[config.mk]
export PLATFORM = sky130hd
export DESIGN_NAME = bic_ctrl
export DESIGN_NICKNAME = d
export VERILOG_FILES = /design/src/rtl/bic_pkg.sv /design/src/rtl/bic_sync.sv /design/src/rtl/bic_bank.sv /design/src/rtl/bic_ctrl.sv
export SDC_FILE = /design/constraint.sdc
export NUM_CORES = 1
export LEC_CHECK = 0
export BUFFER_PORTS_ARGS = -buffer_cell sky130_fd_sc_hd__buf_2
export CELL_PAD_IN_SITES_DETAIL_PLACEMENT = 1
export CELL_PAD_IN_SITES_GLOBAL_PLACEMENT = 1
export CORE_MARGIN = 3
export CORE_UTILIZATION = 43
export DETAILED_ROUTE_END_ITERATION = 8
export PLACE_DENSITY_LB_ADDON = 0.1
export SLEW_MARGIN = 15
export SYNTH_ARGS = -nofsm -noshare
export SYNTH_HDL_FRONTEND = slang
export SYNTH_HIERARCHICAL = 1
export SYNTH_SLANG_ARGS = --single-unit
[constraint.sdc]
create_clock -name clk -period 1.8 [get_ports clk]
set_clock_uncertainty 0.1 [all_clocks]
set_input_delay 0 -clock clk [delete_from_list [all_inputs] [get_ports clk]]
set_output_delay 0 -clock clk [all_outputs]
set_load 0.02 [all_outputs]
[src/rtl/bic_pkg.sv]
package bic_pkg;
    localparam int LINES     = 32;
    localparam int MAX_BANKS = 6;
    localparam int BANK_W    = 3;
    localparam int OFFS_W    = 6;

    localparam logic [OFFS_W-1:0] OFF_FIQ_STAT = 6'h08;
    localparam logic [OFFS_W-1:0] OFF_FRC      = 6'h14;
    localparam logic [OFFS_W-1:0] OFF_FRC_SET  = 6'h18;
    localparam logic [OFFS_W-1:0] OFF_FRC_CLR  = 6'h1C;
    localparam logic [OFFS_W-1:0] OFF_CPU_EN   = 6'h20;
    localparam logic [OFFS_W-1:0] OFF_CPU_SET  = 6'h24;
    localparam logic [OFFS_W-1:0] OFF_CPU_CLR  = 6'h28;
    localparam logic [OFFS_W-1:0] OFF_CPU_CLS  = 6'h2C;
    localparam logic [OFFS_W-1:0] OFF_COP_EN   = 6'h30;
    localparam logic [OFFS_W-1:0] OFF_COP_SET  = 6'h34;
    localparam logic [OFFS_W-1:0] OFF_COP_CLR  = 6'h38;
    localparam logic [OFFS_W-1:0] OFF_COP_CLS  = 6'h3C;

    typedef struct packed {
        logic [LINES-1:0] frc;
        logic [LINES-1:0] cpu_en;
        logic [LINES-1:0] cpu_cls;
        logic [LINES-1:0] cop_en;
        logic [LINES-1:0] cop_cls;
    } bank_regs_t;

    typedef struct packed {
        logic cpu_irq;
        logic cpu_fiq;
        logic cop_irq;
        logic cop_fiq;
    } tgt_out_t;
endpackage

[src/rtl/bic_sync.sv]
module bic_sync #(
    parameter int W = 32
) (
    input  logic         clk,
    input  logic         rst_n,
    input  logic [W-1:0] d_in,
    output logic [W-1:0] q_out
);
    typedef struct packed {
        logic [W-1:0] s1;
        logic [W-1:0] s2;
    } sync_st_t;

    sync_st_t st_d, st_q;

    always_comb begin
        st_d.s1 = d_in;
        st_d.s2 = st_q.s1;
    end

    always_ff @(posedge clk or negedge rst_n) begin
        if (!rst_n) st_q <= '0;
        else        st_q <= st_d;
    end

    assign q_out = st_q.s2;
endmodule

[src/rtl/bic_bank.sv]
module bic_bank
    import bic_pkg::*;
(
    input  logic              clk,
    input  logic              rst_n,
    input  logic              wr_stb,
    input  logic [OFFS_W-1:0] offs,
    input  logic [LINES-1:0]  wdata,
    input  logic [LINES-1:0]  raw_sync,
    output bank_regs_t        regs,
    output logic [LINES-1:0]  pend,
    output logic [LINES-1:0]  rdata,
    output tgt_out_t          hits
);
    bank_regs_t regs_d, regs_q;

    always_comb begin
        regs_d = regs_q;
        if (wr_stb) begin
            case (offs)
                OFF_FRC_SET: regs_d.frc     = regs_q.frc | wdata;
                OFF_FRC_CLR: regs_d.frc     = regs_q.frc & ~wdata;
                OFF_CPU_SET: regs_d.cpu_en  = regs_q.cpu_en | wdata;
                OFF_CPU_CLR: regs_d.cpu_en  = regs_q.cpu_en & ~wdata;
                OFF_CPU_CLS: regs_d.cpu_cls = wdata;
                OFF_COP_SET: regs_d.cop_en  = regs_q.cop_en | wdata;
                OFF_COP_CLR: regs_d.cop_en  = regs_q.cop_en & ~wdata;
                OFF_COP_CLS: regs_d.cop_cls = wdata;
                default:     regs_d = regs_q;
            endcase
        end
    end

    always_ff @(posedge clk or negedge rst_n) begin
        if (!rst_n) regs_q <= '0;
        else        regs_q <= regs_d;
    end

    always_comb begin
        pend = raw_sync | regs_q.frc;
        hits.cpu_irq = |(pend & regs_q.cpu_en & ~regs_q.cpu_cls);
        hits.cpu_fiq = |(pend & regs_q.cpu_en &  regs_q.cpu_cls);
        hits.cop_irq = |(pend & regs_q.cop_en & ~regs_q.cop_cls);
        hits.cop_fiq = |(pend & regs_q.cop_en &  regs_q.cop_cls);
    end

    always_comb begin
        case (offs)
            OFF_FIQ_STAT:                         rdata = pend & regs_q.cpu_en & regs_q.cpu_cls;
            OFF_FRC, OFF_FRC_SET, OFF_FRC_CLR:    rdata = regs_q.frc;
            OFF_CPU_EN, OFF_CPU_SET, OFF_CPU_CLR: rdata = regs_q.cpu_en;
            OFF_CPU_CLS:                          rdata = regs_q.cpu_cls;
            OFF_COP_EN, OFF_COP_SET, OFF_COP_CLR: rdata = regs_q.cop_en;
            OFF_COP_CLS:                          rdata = regs_q.cop_cls;
            default:                              rdata = '0;
        endcase
    end

    assign regs = regs_q;
endmodule

[src/rtl/bic_ctrl.sv]
module bic_ctrl
    import bic_pkg::*;
#(
    parameter int NUM_BANKS = 2
) (
    input  logic                       clk,
    input  logic                       rst_n,
    input  logic [NUM_BANKS*LINES-1:0] irq_in,
    input  logic [BANK_W-1:0]          bus_bank,
    input  logic [OFFS_W-1:0]          bus_offs,
    input  logic                       bus_wr,
    input  logic [LINES-1:0]           bus_wdata,
    output logic [LINES-1:0]           bus_rdata,
    output logic                       cpu_irq,
    output logic                       cpu_fiq,
    output logic                       cop_irq,
    output logic                       cop_fiq
);
    localparam int NL = NUM_BANKS * LINES;

    logic [NL-1:0]                   raw_sync;
    bank_regs_t [NUM_BANKS-1:0]      regs_w;
    logic [NUM_BANKS-1:0][LINES-1:0] pend_w;
    logic [NUM_BANKS-1:0][LINES-1:0] rd_w;
    tgt_out_t [NUM_BANKS-1:0]        hits_w;
    tgt_out_t                        out_d, out_q;

    bic_sync #(.W(NL)) u_sync (
        .clk   (clk),
        .rst_n (rst_n),
        .d_in  (irq_in),
        .q_out (raw_sync)
    );

    for (genvar b = 0; b < NUM_BANKS; b++) begin : g_bank
        logic sel;
        assign sel = bus_wr && (bus_bank == BANK_W'(b));
        bic_bank u_bank (
            .clk      (clk),
            .rst_n    (rst_n),
            .wr_stb   (sel),
            .offs     (bus_offs),
            .wdata    (bus_wdata),
            .raw_sync (raw_sync[b*LINES +: LINES]),
            .regs     (regs_w[b]),
            .pend     (pend_w[b]),
            .rdata    (rd_w[b]),
            .hits     (hits_w[b])
        );
    end

    always_comb begin
        bus_rdata = '0;
        for (int b = 0; b < NUM_BANKS; b++) begin
            if (bus_bank == BANK_W'(b)) bus_rdata = rd_w[b];
        end
    end

    always_comb begin
        out_d = '0;
        for (int b = 0; b < NUM_BANKS; b++) begin
            out_d = out_d | hits_w[b];
        end
    end

    always_ff @(posedge clk or negedge rst_n) begin
        if (!rst_n) out_q <= '0;
        else        out_q <= out_d;
    end

    assign cpu_irq = out_q.cpu_irq;
    assign cpu_fiq = out_q.cpu_fiq;
    assign cop_irq = out_q.cop_irq;
    assign cop_fiq = out_q.cop_fiq;
endmodule

==> impl_results.md <==
- Most frequent cells in the layout: dfrtp_1, buf_4, a21oi_1, a31oi_1, dlygate4sd3_1
- Placed cell count: 2904
- IO Count: 144
- Sw Share: 26.0%
- Register area share after synthesis: 53.8%
- Simple-gate share of the synthesized area: 10.6%
- Power density cells: 846 nW/um^2
- Starting Density: 43.8%
- Clock group share of total power: 44.2%
- Top delay family on crit path: compound AO/OA/AOI/OAI gates
- Static leakage: 13.3 nW
- Gr ovfl total: 0
- Worst path bufs/invs: 2
- Drt pass-1 iters: 8
- Max IR drop VDD: 816 uV
- CTS max path bufs: 3
- Global-route wire length before repair: 143000 um
- CP max FO: 2
- Routed vias/inst: 6.51
- Post-synthesis mux area share: 8.47%
- Violated checks: setup timing
- Logic pwr share: 11.8%
- Largest family of logic cells by synthesized area: compound AO/OA/AOI/OAI gates
- Netlist cell types: 44
- Hold_ws: 113 ps
- Final HPWL DP: 65100 um
- Fraction of layout cells with a size suffix above 1: 38.6%
- Commonest non-fill, non-tap cell in the layout: dfrtp_1
- Syn nets: 2155
- Critical path arrival: 2550 ps
- Avg Cell Area, Syn: 10.3 um^2
- Tcrit/Tclk final: 147%
- Max Clk Rate: 0.378 GHz
- Crit path kind: flop to output port
- Core Rows: 80
- Fill count: 4990
- Vias in the first global route: 21.2k
- Area share of fa/ha/maj cells after synthesis: 0%
- Sequential group share of total power: 44.0%
- DRT iter0 DRCs: 2592
- Tot GR Track Use: 37.4%
- Max-cap viol count: 0
- Max-slew headroom: 47.4%
- CTS clock-pin slew for the worst setup and hold paths: 60 ps
- Setup crit start kind: flop
- Synth Flop Type: dfrtp_1
- Crit-path slowest cell: dfrtp_1
- Crit path required time: 1700 ps
- Hold Vio Cnt, Final: 0
- Largest net degree at the start of global routing: 55
- Status: finished with violations
- Psw: 6.55 mW
- Antenna violations before repair: 0
- Synth async-reset ratio: 100%
- Num CTS Buffers: 51
- Die Ht: 227 um
- Nets: 2679
- RSZ-0062 raised after global routing: yes
- Clock sinks: 452
- Synth-to-layout area growth: 41.6%
- CTS tree: done
- Post-synthesis xor/xnor area fraction: 0.0833%
- Diodes inserted: 0
- Core ar.: 48000 um^2
- ANT nets after route: 0
- WL final: 97900 um
- Shortest period the worst path allows: 2650 ps
- Synth Instances: 2047
- Final setup fails: 36
- Synth Cell Area: 21000 um^2
- Hold WC Path Type: input pin to flop
- Wire per inst: 30.4 um
- Worst-Skew Late Latency: 620 ps
- Vias: 21.0k
- Seq cells post-synth: 452
- EDFF count, synth: 0
- Fin worst setup slack: -849 ps
- DRC: 0
- PortBufs: 143
- Final Util: 62.0%
- Max-slew violation count: 0
- Ys Warns: 6
- Finished Layout Cells: 3222
- Internal: 18.6 mW
- Compound-gate portion of the synthesized area: 21.8%
- Crit-path max cell delay: 390 ps
- Critical path capture point type: output port
- CP Cell Sequence: or2_4, nand2_2, o21ai_1, a222oi_1, o21ai_1, buf_4, mux2i_4, nor2_1, buf_4
- Die Width: 227 um
- Placer Congestion: 1.04
- Worst-Margin Slew: 789 ps
- H-Tree Level Count: 2
- CTS root buf: clkbuf_16
- Die area: 51600 um^2
per-layer routing:
layer  up-vias  share of wire (%)  global-route usage, %
met2      1200                 45                   57.8
met3       217                9.2                   7.66
met4         0                3.5                   12.0
li1       8719                  -                      -
met5         -                  0                      0
met1     10800                 42                   53.3
path summary, 6_finish.rpt:
kind                                           start                                     to  slack [ps]  cells past startpoint
min reg2reg                u_sync/st_d[59]$_DFF_PN0_             u_sync/q_out[59]$_DFF_PN0_         250                      0
max                                             flop                          bus_rdata[20]        -850                      9
max reg2reg                                     flop                      cop_irq$_DFF_PN0_        -410                      8
max in group asynchronous                      rst_n             asynchronous set/reset pin         440                      4
min in group asynchronous                      rst_n              u_sync/st_d[27]$_DFF_PN0_         380                      3
min                                           bus_wr  g_bank[0].u_bank/regs[65]$_DFFE_PN0P_         110                      6
worst register-to-register path: stages, from the launching register on:
cell and delay [ps]:
dfrtp_1 380, or2_4 260, buf_4 150, buf_4 130, nand2_1 60, o22ai_1 150
nor4_2 300, nand4_1 270, or2_4 320
layout make-up:
cell class | instances | area (um^2) | share of cell area [%]
sequential | 452 | 11300 | 38.0
clock buffer | 69 | 1470 | 4.92
tap | 615 | 769 | 2.58
multi-input combinational | 1337 | 9830 | 33.0
clock inverter | 20 | 294 | 0.988
timing repair buffer | 699 | 5990 | 20.1
inverter | 30 | 113 | 0.378
cell usage after synthesis (3+ instances only):
cell type / instances / area [um^2]
mux2i_1: 34 / 340
buf_8: 3 / 45.0
buf_4: 7 / 52.6
or2_2: 68 / 425
a31oi_1: 192 / 1200
a222oi_1: 62 / 621
mux2_1: 6 / 67.6
nor4_1: 20 / 125
nand3b_1: 14 / 105
o21ai_0: 120 / 601
nand4_1: 8 / 50.1
o2111ai_1: 30 / 263
nor2_2: 6 / 37.5
buf_2: 38 / 190
nand2_1: 160 / 601
nand3_1: 100 / 500
buf_6: 4 / 45.0
inv_1: 30 / 113
clkbuf_1: 168 / 631
nor2_1: 40 / 150
a21oi_1: 194 / 971
a22oi_1: 62 / 465
and3_1: 6 / 37.5
dfrtp_1: 452 / 11300
o21ai_1: 8 / 40.0
o22ai_1: 54 / 338
buf_1: 8 / 30.0
nor3_1: 4 / 20.0
mux2_2: 122 / 1370
per-stage QoR:
| step | TNS, ps | cell area (um^2) | worst slack, ps | total power, mW |
|---|---|---|---|---|
| floorplan | 0 | 21000 | 7.39 | 12.0 |
| global placement | -14440 | 24500 | -613 | 13.4 |
| detailed placement | -20410 | 24500 | -614 | 13.5 |
| CTS | -24370 | 29200 | -816 | 25.0 |
| global route | -27790 | 29800 | -934 | 26.0 |
| finish | -24930 | 29800 | -849 | 25.2 |
power groups by stage:
stage                     clock (mW)  sequential [mW]  combinational (mW)
after detailed placement           0             11.2                2.27
after global placement             0             11.2                2.20
after floorplan                    0             11.1               0.974
after global routing            11.7             11.1                3.14
final                           11.1             11.1                2.96
after CTS                       11.2             11.0                2.79
cells by family after synthesis:
logic type / Yosys count
compound gates: 732
flops: 452
simple gates: 441
buf+inv: 258
mux: 162
xor+xnor: 2
timing repair:
action                                  4_1_cts  5_1_grt
setup buffers                                58       32
pin swaps                                   121      109
gates resized for setup                     327      113
cloned                                        0        0
endpoints found under the setup margin       36       36
hold buffers                                163        0
hold endpoints to repair                    836        0
Note: power is estimated with default switching activity, not from simulation.
